**config.mk**
```make
export PLATFORM = sky130hd
export DESIGN_NAME = hyp_tracker
export DESIGN_NICKNAME = d
export VERILOG_FILES = /design/src/rtl/ht_pkg.sv /design/src/rtl/ht_best_reg.sv /design/src/rtl/ht_cnt_slot.sv /design/src/rtl/ht_llr_lane.sv /design/src/rtl/hyp_tracker.sv
export SDC_FILE = /design/constraint.sdc
export NUM_CORES = 2
export LEC_CHECK = 0
export ABC_CLOCK_PERIOD_IN_PS = 28100
export BUFFER_PORTS_ARGS = -buffer_cell sky130_fd_sc_hd__buf_2
export CORE_MARGIN = 8
export CORE_UTILIZATION = 51
export DETAILED_ROUTE_END_ITERATION = 12
export PLACE_DENSITY = 0.73
export SLEW_MARGIN = 20
export SYNTH_ARGS = -nofsm -noshare
export SYNTH_HDL_FRONTEND = slang
export SYNTH_SLANG_ARGS = --single-unit
```
**constraint.sdc**
```tcl
create_clock -name clk -period 28.1 [get_ports clk]
set_input_delay 2.81 -clock clk [delete_from_list [all_inputs] [get_ports clk]]
set_output_delay 2.81 -clock clk [all_outputs]
set_load 0.01 [all_outputs]
```
**src/rtl/ht_pkg.sv**
```systemverilog
package ht_pkg;

  // Per-lane update selected for one counter-hypothesis slot
  typedef enum logic [1:0] {
    UPD_KEEP          = 2'd0,
    UPD_TAKE_OLD_BEST = 2'd1,
    UPD_TAKE_CAND     = 2'd2
  } slot_op_e;

endpackage

```
**src/rtl/ht_best_reg.sv**
```systemverilog
module ht_best_reg #(
  parameter int NB    = 24,
  parameter int MET_W = 11
) (
  input  logic             clk,
  input  logic             rst_n,
  input  logic             accept,
  input  logic             restart,
  input  logic [NB-1:0]    cand_bits,
  input  logic [MET_W-1:0] cand_metric,
  output logic [NB-1:0]    best_bits,
  output logic [MET_W-1:0] best_metric,
  output logic             fresh,
  output logic             take,
  output logic [NB-1:0]    best_bits_nxt,
  output logic [MET_W-1:0] best_metric_nxt
);

  localparam logic [MET_W-1:0] MET_EMPTY = '1;

  // A candidate wins when the symbol is empty or it is strictly better
  always_comb begin
    take            = accept && (fresh || (cand_metric < best_metric));
    best_bits_nxt   = take ? cand_bits   : best_bits;
    best_metric_nxt = take ? cand_metric : best_metric;
  end

  always_ff @(posedge clk) begin
    if (!rst_n || restart) begin
      best_bits   <= '0;
      best_metric <= MET_EMPTY;
      fresh       <= 1'b1;
    end else if (accept) begin
      best_bits   <= best_bits_nxt;
      best_metric <= best_metric_nxt;
      fresh       <= 1'b0;
    end
  end

endmodule

```
**src/rtl/ht_cnt_slot.sv**
```systemverilog
module ht_cnt_slot
  import ht_pkg::*;
#(
  parameter int MET_W = 11
) (
  input  logic             clk,
  input  logic             rst_n,
  input  logic             restart,
  input  slot_op_e         op,
  input  logic [MET_W-1:0] old_best,
  input  logic [MET_W-1:0] cand_metric,
  output logic [MET_W-1:0] cnt_q,
  output logic [MET_W-1:0] cnt_nxt
);

  localparam logic [MET_W-1:0] MET_EMPTY = '1;

  always_comb begin
    unique case (op)
      UPD_TAKE_OLD_BEST: cnt_nxt = old_best;
      UPD_TAKE_CAND:     cnt_nxt = (cand_metric < cnt_q) ? cand_metric : cnt_q;
      default:           cnt_nxt = cnt_q;
    endcase
  end

  always_ff @(posedge clk) begin
    if (!rst_n || restart) cnt_q <= MET_EMPTY;
    else                   cnt_q <= cnt_nxt;
  end

endmodule

```
**src/rtl/ht_llr_lane.sv**
```systemverilog
module ht_llr_lane #(
  parameter int MET_W = 11,
  parameter int LLR_W = 7,
  parameter int CLIP  = 31
) (
  input  logic             best_bit,
  input  logic [MET_W-1:0] best_metric,
  input  logic [MET_W-1:0] cnt_metric,
  output logic [LLR_W-1:0] llr
);

  localparam logic [MET_W-1:0] CLIP_M = MET_W'(CLIP);
  localparam logic [LLR_W-1:0] CLIP_L = LLR_W'(CLIP);

  logic [MET_W-1:0] gap;
  logic             none;
  logic             sat;
  logic [LLR_W-1:0] mag;

  always_comb begin
    gap  = cnt_metric - best_metric;
    none = &cnt_metric;
    sat  = none || (gap > CLIP_M);
    mag  = sat ? CLIP_L : LLR_W'(gap);
    llr  = best_bit ? mag : (LLR_W'(0) - mag);
  end

endmodule

```
**src/rtl/hyp_tracker.sv**
```systemverilog
module hyp_tracker
  import ht_pkg::*;
#(
  parameter int NUM_SYM      = 4,
  parameter int BITS_PER_SYM = 6,
  parameter int MET_W        = 11,
  parameter int LLR_W        = 7,
  parameter int CLIP         = 31
) (
  input  logic                                  clk,
  input  logic                                  rst_n,
  input  logic                                  in_valid,
  output logic                                  in_ready,
  input  logic [NUM_SYM*BITS_PER_SYM-1:0]       in_bits,
  input  logic [MET_W-1:0]                      in_metric,
  input  logic                                  in_last,
  output logic [MET_W-1:0]                      cur_best_metric,
  output logic                                  out_valid,
  output logic [NUM_SYM*BITS_PER_SYM-1:0]       out_bits,
  output logic [MET_W-1:0]                      out_metric,
  output logic [NUM_SYM*BITS_PER_SYM*LLR_W-1:0] out_llr
);

  localparam int NB = NUM_SYM * BITS_PER_SYM;

  logic             accept;
  logic             sym_end;
  logic [NB-1:0]    a_q, a_nxt;
  logic [MET_W-1:0] da_q, da_nxt;
  logic             fresh;
  logic             better;

  logic [MET_W-1:0]    c_q   [NB];
  logic [MET_W-1:0]    c_nxt [NB];
  logic [NB*MET_W-1:0] c_flat;

  logic                snap_v;
  logic [NB-1:0]       snap_a;
  logic [MET_W-1:0]    snap_da;
  logic [MET_W-1:0]    snap_c [NB];
  logic [NB*LLR_W-1:0] llr_flat;

  assign in_ready        = 1'b1;
  assign accept          = in_valid && in_ready;
  assign sym_end         = accept && in_last;
  assign cur_best_metric = da_q;

  ht_best_reg #(.NB(NB), .MET_W(MET_W)) u_best (
    .clk             (clk),
    .rst_n           (rst_n),
    .accept          (accept),
    .restart         (sym_end),
    .cand_bits       (in_bits),
    .cand_metric     (in_metric),
    .best_bits       (a_q),
    .best_metric     (da_q),
    .fresh           (fresh),
    .take            (better),
    .best_bits_nxt   (a_nxt),
    .best_metric_nxt (da_nxt)
  );

  // One counter-hypothesis slot per label bit, all updated together
  for (genvar k = 0; k < NB; k++) begin : g_slot
    slot_op_e op;

    always_comb begin
      op = UPD_KEEP;
      if (accept && (a_q[k] ^ in_bits[k]))
        op = better ? UPD_TAKE_OLD_BEST : UPD_TAKE_CAND;
    end

    ht_cnt_slot #(.MET_W(MET_W)) u_slot (
      .clk         (clk),
      .rst_n       (rst_n),
      .restart     (sym_end),
      .op          (op),
      .old_best    (da_q),
      .cand_metric (in_metric),
      .cnt_q       (c_q[k]),
      .cnt_nxt     (c_nxt[k])
    );

    assign c_flat[k*MET_W +: MET_W] = c_q[k];
  end

  // Capture the state the final candidate produces; working state restarts
  always_ff @(posedge clk) begin
    if (!rst_n) begin
      snap_v  <= 1'b0;
      snap_a  <= '0;
      snap_da <= '1;
    end else begin
      snap_v <= sym_end;
      if (sym_end) begin
        snap_a  <= a_nxt;
        snap_da <= da_nxt;
      end
    end
  end

  for (genvar k = 0; k < NB; k++) begin : g_snap
    always_ff @(posedge clk) begin
      if (!rst_n)       snap_c[k] <= '1;
      else if (sym_end) snap_c[k] <= c_nxt[k];
    end

    ht_llr_lane #(.MET_W(MET_W), .LLR_W(LLR_W), .CLIP(CLIP)) u_lane (
      .best_bit    (snap_a[k]),
      .best_metric (snap_da),
      .cnt_metric  (snap_c[k]),
      .llr         (llr_flat[k*LLR_W +: LLR_W])
    );
  end

  always_ff @(posedge clk) begin
    if (!rst_n) begin
      out_valid  <= 1'b0;
      out_bits   <= '0;
      out_metric <= '0;
      out_llr    <= '0;
    end else begin
      out_valid <= snap_v;
      if (snap_v) begin
        out_bits   <= snap_a;
        out_metric <= snap_da;
        out_llr    <= llr_flat;
      end
    end
  end

endmodule

```
==> run summary <==
In the synthesized netlist, the number of instances is 6306. The pin slew with the least headroom to its limit was 1.37 ns. The type of element capturing the critical path was a register.

Total core area: 105000 um2. The power density over the cells works out to 50.0 nW/um2. In this run the core area contains 119 standard-cell rows. After clock tree synthesis, the setup repair step added 0 buffers.

The run gives 0.347 as the fraction of the yosys area taken by sequential cells. Setup repair after global routing left no endpoint under its margin. The layout has 9321 filler cells.

The initial antenna violation count is 5. The share of synthesized flip-flops with an asynchronous set or reset works out to 0. The number of clock sinks was 804. Dividing the detail-routed via count by the number of cells gives 6.72. The finished cells cover 59300 um2. The cell taking the most area after synthesis is sky130_fd_sc_hd__dfxtp_1. Path category of the worst min-delay check: register to register. The worst endpoint data arrival time was 7.23 ns.

The sum of routed wire length over all layers was 198 mm. The period utilization is 0.240. The setup violation total in the final timing report was 0; the post-detailed-route DRC marker count was 0.

The relative slew slack is 0.0830, and the sum of negative setup slack is 0 ns. The top cell type's share of synthesized area was 0.200; the post-route antenna net violation count was 0. Across the VDD grid, the largest voltage drop is 0.0000421 V.

Hold repair after CTS inserted 0 buffers. Yosys mapped a number of flops with a built-in enable equal to 264. Routability-driven placement finished with a final weighted congestion of 0.960. Each instance of the synthesized netlist takes up on average 8.56 um2. After clock tree synthesis, the clock-pin slew on the worst setup and hold paths is 0.06 ns. First-pass iteration count of the detailed router: 7. For the number of buffers on the longest clock path, the log shows 3.

Static timing analysis puts the maximum clock frequency at 148 MHz. The startpoint type of the worst setup path was a primary input. For the via count of the first global-routing pass, the log shows 47.8k.

The overall die width works out to 341 um. The count of routing violations after the opening detailed-route iteration was 7707. The flow ran to the end, and the final reports show no timing, DRC or antenna violations.

Required time at the endpoint of the critical path: 28.57 ns. The synthesized design contains 804 register bits. Yosys printed 0 warnings.

The first-pass GRT wire length is 294 mm. The global-route usage over all layers was 0.320; the final critical path time including I/O delays and setup was 6.76 ns. In the final layout, the multi-input gates occupy 32200 um2. The tools report the detailed placer's ending HPWL as 135 mm.

The tools report the root buffer cell as sky130_fd_sc_hd__clkbuf_16. The synthesized netlist occupies a cell area of 54000 um2. Relative to the synthesized area, the layout overhead comes to 9.94%. The starting utilization of the core area was 0.513; the count of input and output buffers was 253. The detailed-route via count is 52.7k, and the CTS buffer count is 88. The share of post-route cells with drive strength above 1 was 0.109; the number of ports placed on the die boundary was 255.

Top fanout value on the critical path: 105. The clock reaches the later pin of the worst-skew pair after 0.69 ns. Vertical extent of the die: 341 um.

The run gives 25.7 nW as the total leakage power. In the final layout, flip-flops and latches occupy 18700 um2. In this run, distinct cell masters in the synthesized netlist total 92.

Yosys attributes the largest share of cell area to sky130_fd_sc_hd__dfxtp_1 20%, sky130_fd_sc_hd__edfxtp_1 15%, sky130_fd_sc_hd__ha_1 12%. The run gives 21.34 ns as the slack of the critical path. Worst clock skew: 0.0323 ns. The pin count of the biggest net entering global routing is 168. The overall overflow remaining after global route is 0, and the routed length per placed instance is 25.2 um. The number of nets in the synthesized netlist is 6883.

CTS built an H-tree with a depth of 3. For this run, the leading register cell type out of synthesis is sky130_fd_sc_hd__dfxtp_1. The count of nets after finishing is 6949, and the post-cts repair resize count is 0. The critical path class was primary input to register.

TritonCTS built the clock tree. The tools report the worst hold slack as 0.446 ns. Summing all placed instances gives a cell area of 56400 um2. The run gives 0 as the max-capacitance violation count. Timing analysis after detailed placement gives a worst setup slack of 20.65 ns. The number of max-slew violations in the final report came out at 0. The logs give 0 for the hold violation count in the final report and 117000 um2 for the die outline area.
[metal layers]
| layer | up-vias | share of wire | GRT usage |
|---|---|---|---|
| li1 | 23800 | - | - |
| met5 | - | 0.000066 | 0 |
| met2 | 3489 | 0.40 | 0.446 |
| met4 | 2 | 0.045 | 0.130 |
| met3 | 607 | 0.15 | 0.106 |
| met1 | 24800 | 0.41 | 0.451 |
[sequential cells by signal, indices dropped and copies added, names as in the netlist, 24 cells and up]
register,flops
out_bits,24
snap_c,264
snap_a,24
g_slot.u_slot.cnt_q,264
u_best.best_bits,24
out_llr,168
[final cells by class]
cell class                 count  area share
multi-input combinational   4673       0.543
sequential                   804       0.316
clock buffer                 116      0.0414
timing repair buffer         343      0.0335
inverter                     462      0.0295
tap                         1391      0.0293
clock inverter                50     0.00765
antenna                        3    0.000127
[synthesized netlist by cell type, types with 169 or more instances]
library cell,instances
sky130_fd_sc_hd__dfxtp_1,540
sky130_fd_sc_hd__ha_1,514
sky130_fd_sc_hd__edfxtp_1,264
sky130_fd_sc_hd__o22ai_1,270
sky130_fd_sc_hd__nor3_1,227
sky130_fd_sc_hd__clkbuf_1,342
sky130_fd_sc_hd__a21oi_1,258
sky130_fd_sc_hd__a31oi_1,169
sky130_fd_sc_hd__nand2_1,570
sky130_fd_sc_hd__o21ai_0,337
sky130_fd_sc_hd__inv_1,461
sky130_fd_sc_hd__nor2_1,514
[stage by stage]
stage,instances,power (mW),util
after floorplan,6306,1.63,-
after global placement,7669,1.77,0.536
after detailed placement,7669,1.78,0.536
after CTS,7835,2.95,0.564
after global routing,7840,3.06,0.564
final,7842,2.97,0.565
[worst max-delay path, cell delays in order]
cell and delay (ns):
sky130_fd_sc_hd__buf_2 0.07, sky130_fd_sc_hd__buf_4 0.50, sky130_fd_sc_hd__ha_1 0.36, sky130_fd_sc_hd__a211oi_1 0.45, sky130_fd_sc_hd__o2111a_1 0.59, sky130_fd_sc_hd__nor2_4 0.06
sky130_fd_sc_hd__buf_6 0.35, sky130_fd_sc_hd__buf_4 0.49, sky130_fd_sc_hd__a21oi_1 0.92, sky130_fd_sc_hd__o22ai_1 0.22, sky130_fd_sc_hd__a221oi_1 0.31
[cells in the final DEF (no fill, tap or decap), drive strengths merged, types with 35 or more instances in the layout]
master,n
nand3,113
ha,514
nor4,40
o31ai,58
nand4,86
a21oi,258
buf,343
dfxtp,540
edfxtp,264
o21ai,352
a221oi,99
nor2,515
nor2b,46
o211ai,38
and3,38
inv,469
o221a,111
a21o,111
or3,38
nor3,227
a222oi,35
xnor2,62
o21a,53
a31oi,169
nand2b,114
a211oi,71
o22ai,270
mux2i,103
nand2,570
clkbuf,116
xor2,74
[final timing paths]
check | endpoint | cells after the start | from | slack (ns)
max | snap_c[2][68]$_SDFFCE_PN1P_ | 11 | in_metric[10] | 21.34
min | out_llr[117]$_SDFFE_PN0P_ | 2 | out_llr[117]$_SDFFE_PN0P_ | 0.45
max reg2reg | out_llr[111]$_SDFFE_PN0P_ | 14 | snap_da[1]$_SDFFE_PN1P_ | 22.51
min reg2reg | out_llr[117]$_SDFFE_PN0P_ | 2 | out_llr[117]$_SDFFE_PN0P_ | 0.45
[report_power, final]
part / internal, mW / switching, mW / leakage, nW
clock network: 0.669 / 0.524 / 1.43
logic: 0.181 / 0.343 / 18.0
registers: 1.22 / 0.0270 / 6.27
total: 2.07 / 0.894 / 25.7
[cells by family after synthesis]
logic type / count (synthesis) / synth area share
flip-flops: 804 / 0.347
multiplexers: 121 / 0.0229
XOR/XNOR: 136 / 0.0224
buffers and inverters: 829 / 0.0584
AND/OR/NAND/NOR: 1959 / 0.174
AO/OA/AOI/OAI: 1918 / 0.247
other: 1 / 0.0000695
adder cells (fa/ha/maj): 538 / 0.128
Note: power is estimated with default switching activity, not from simulation.
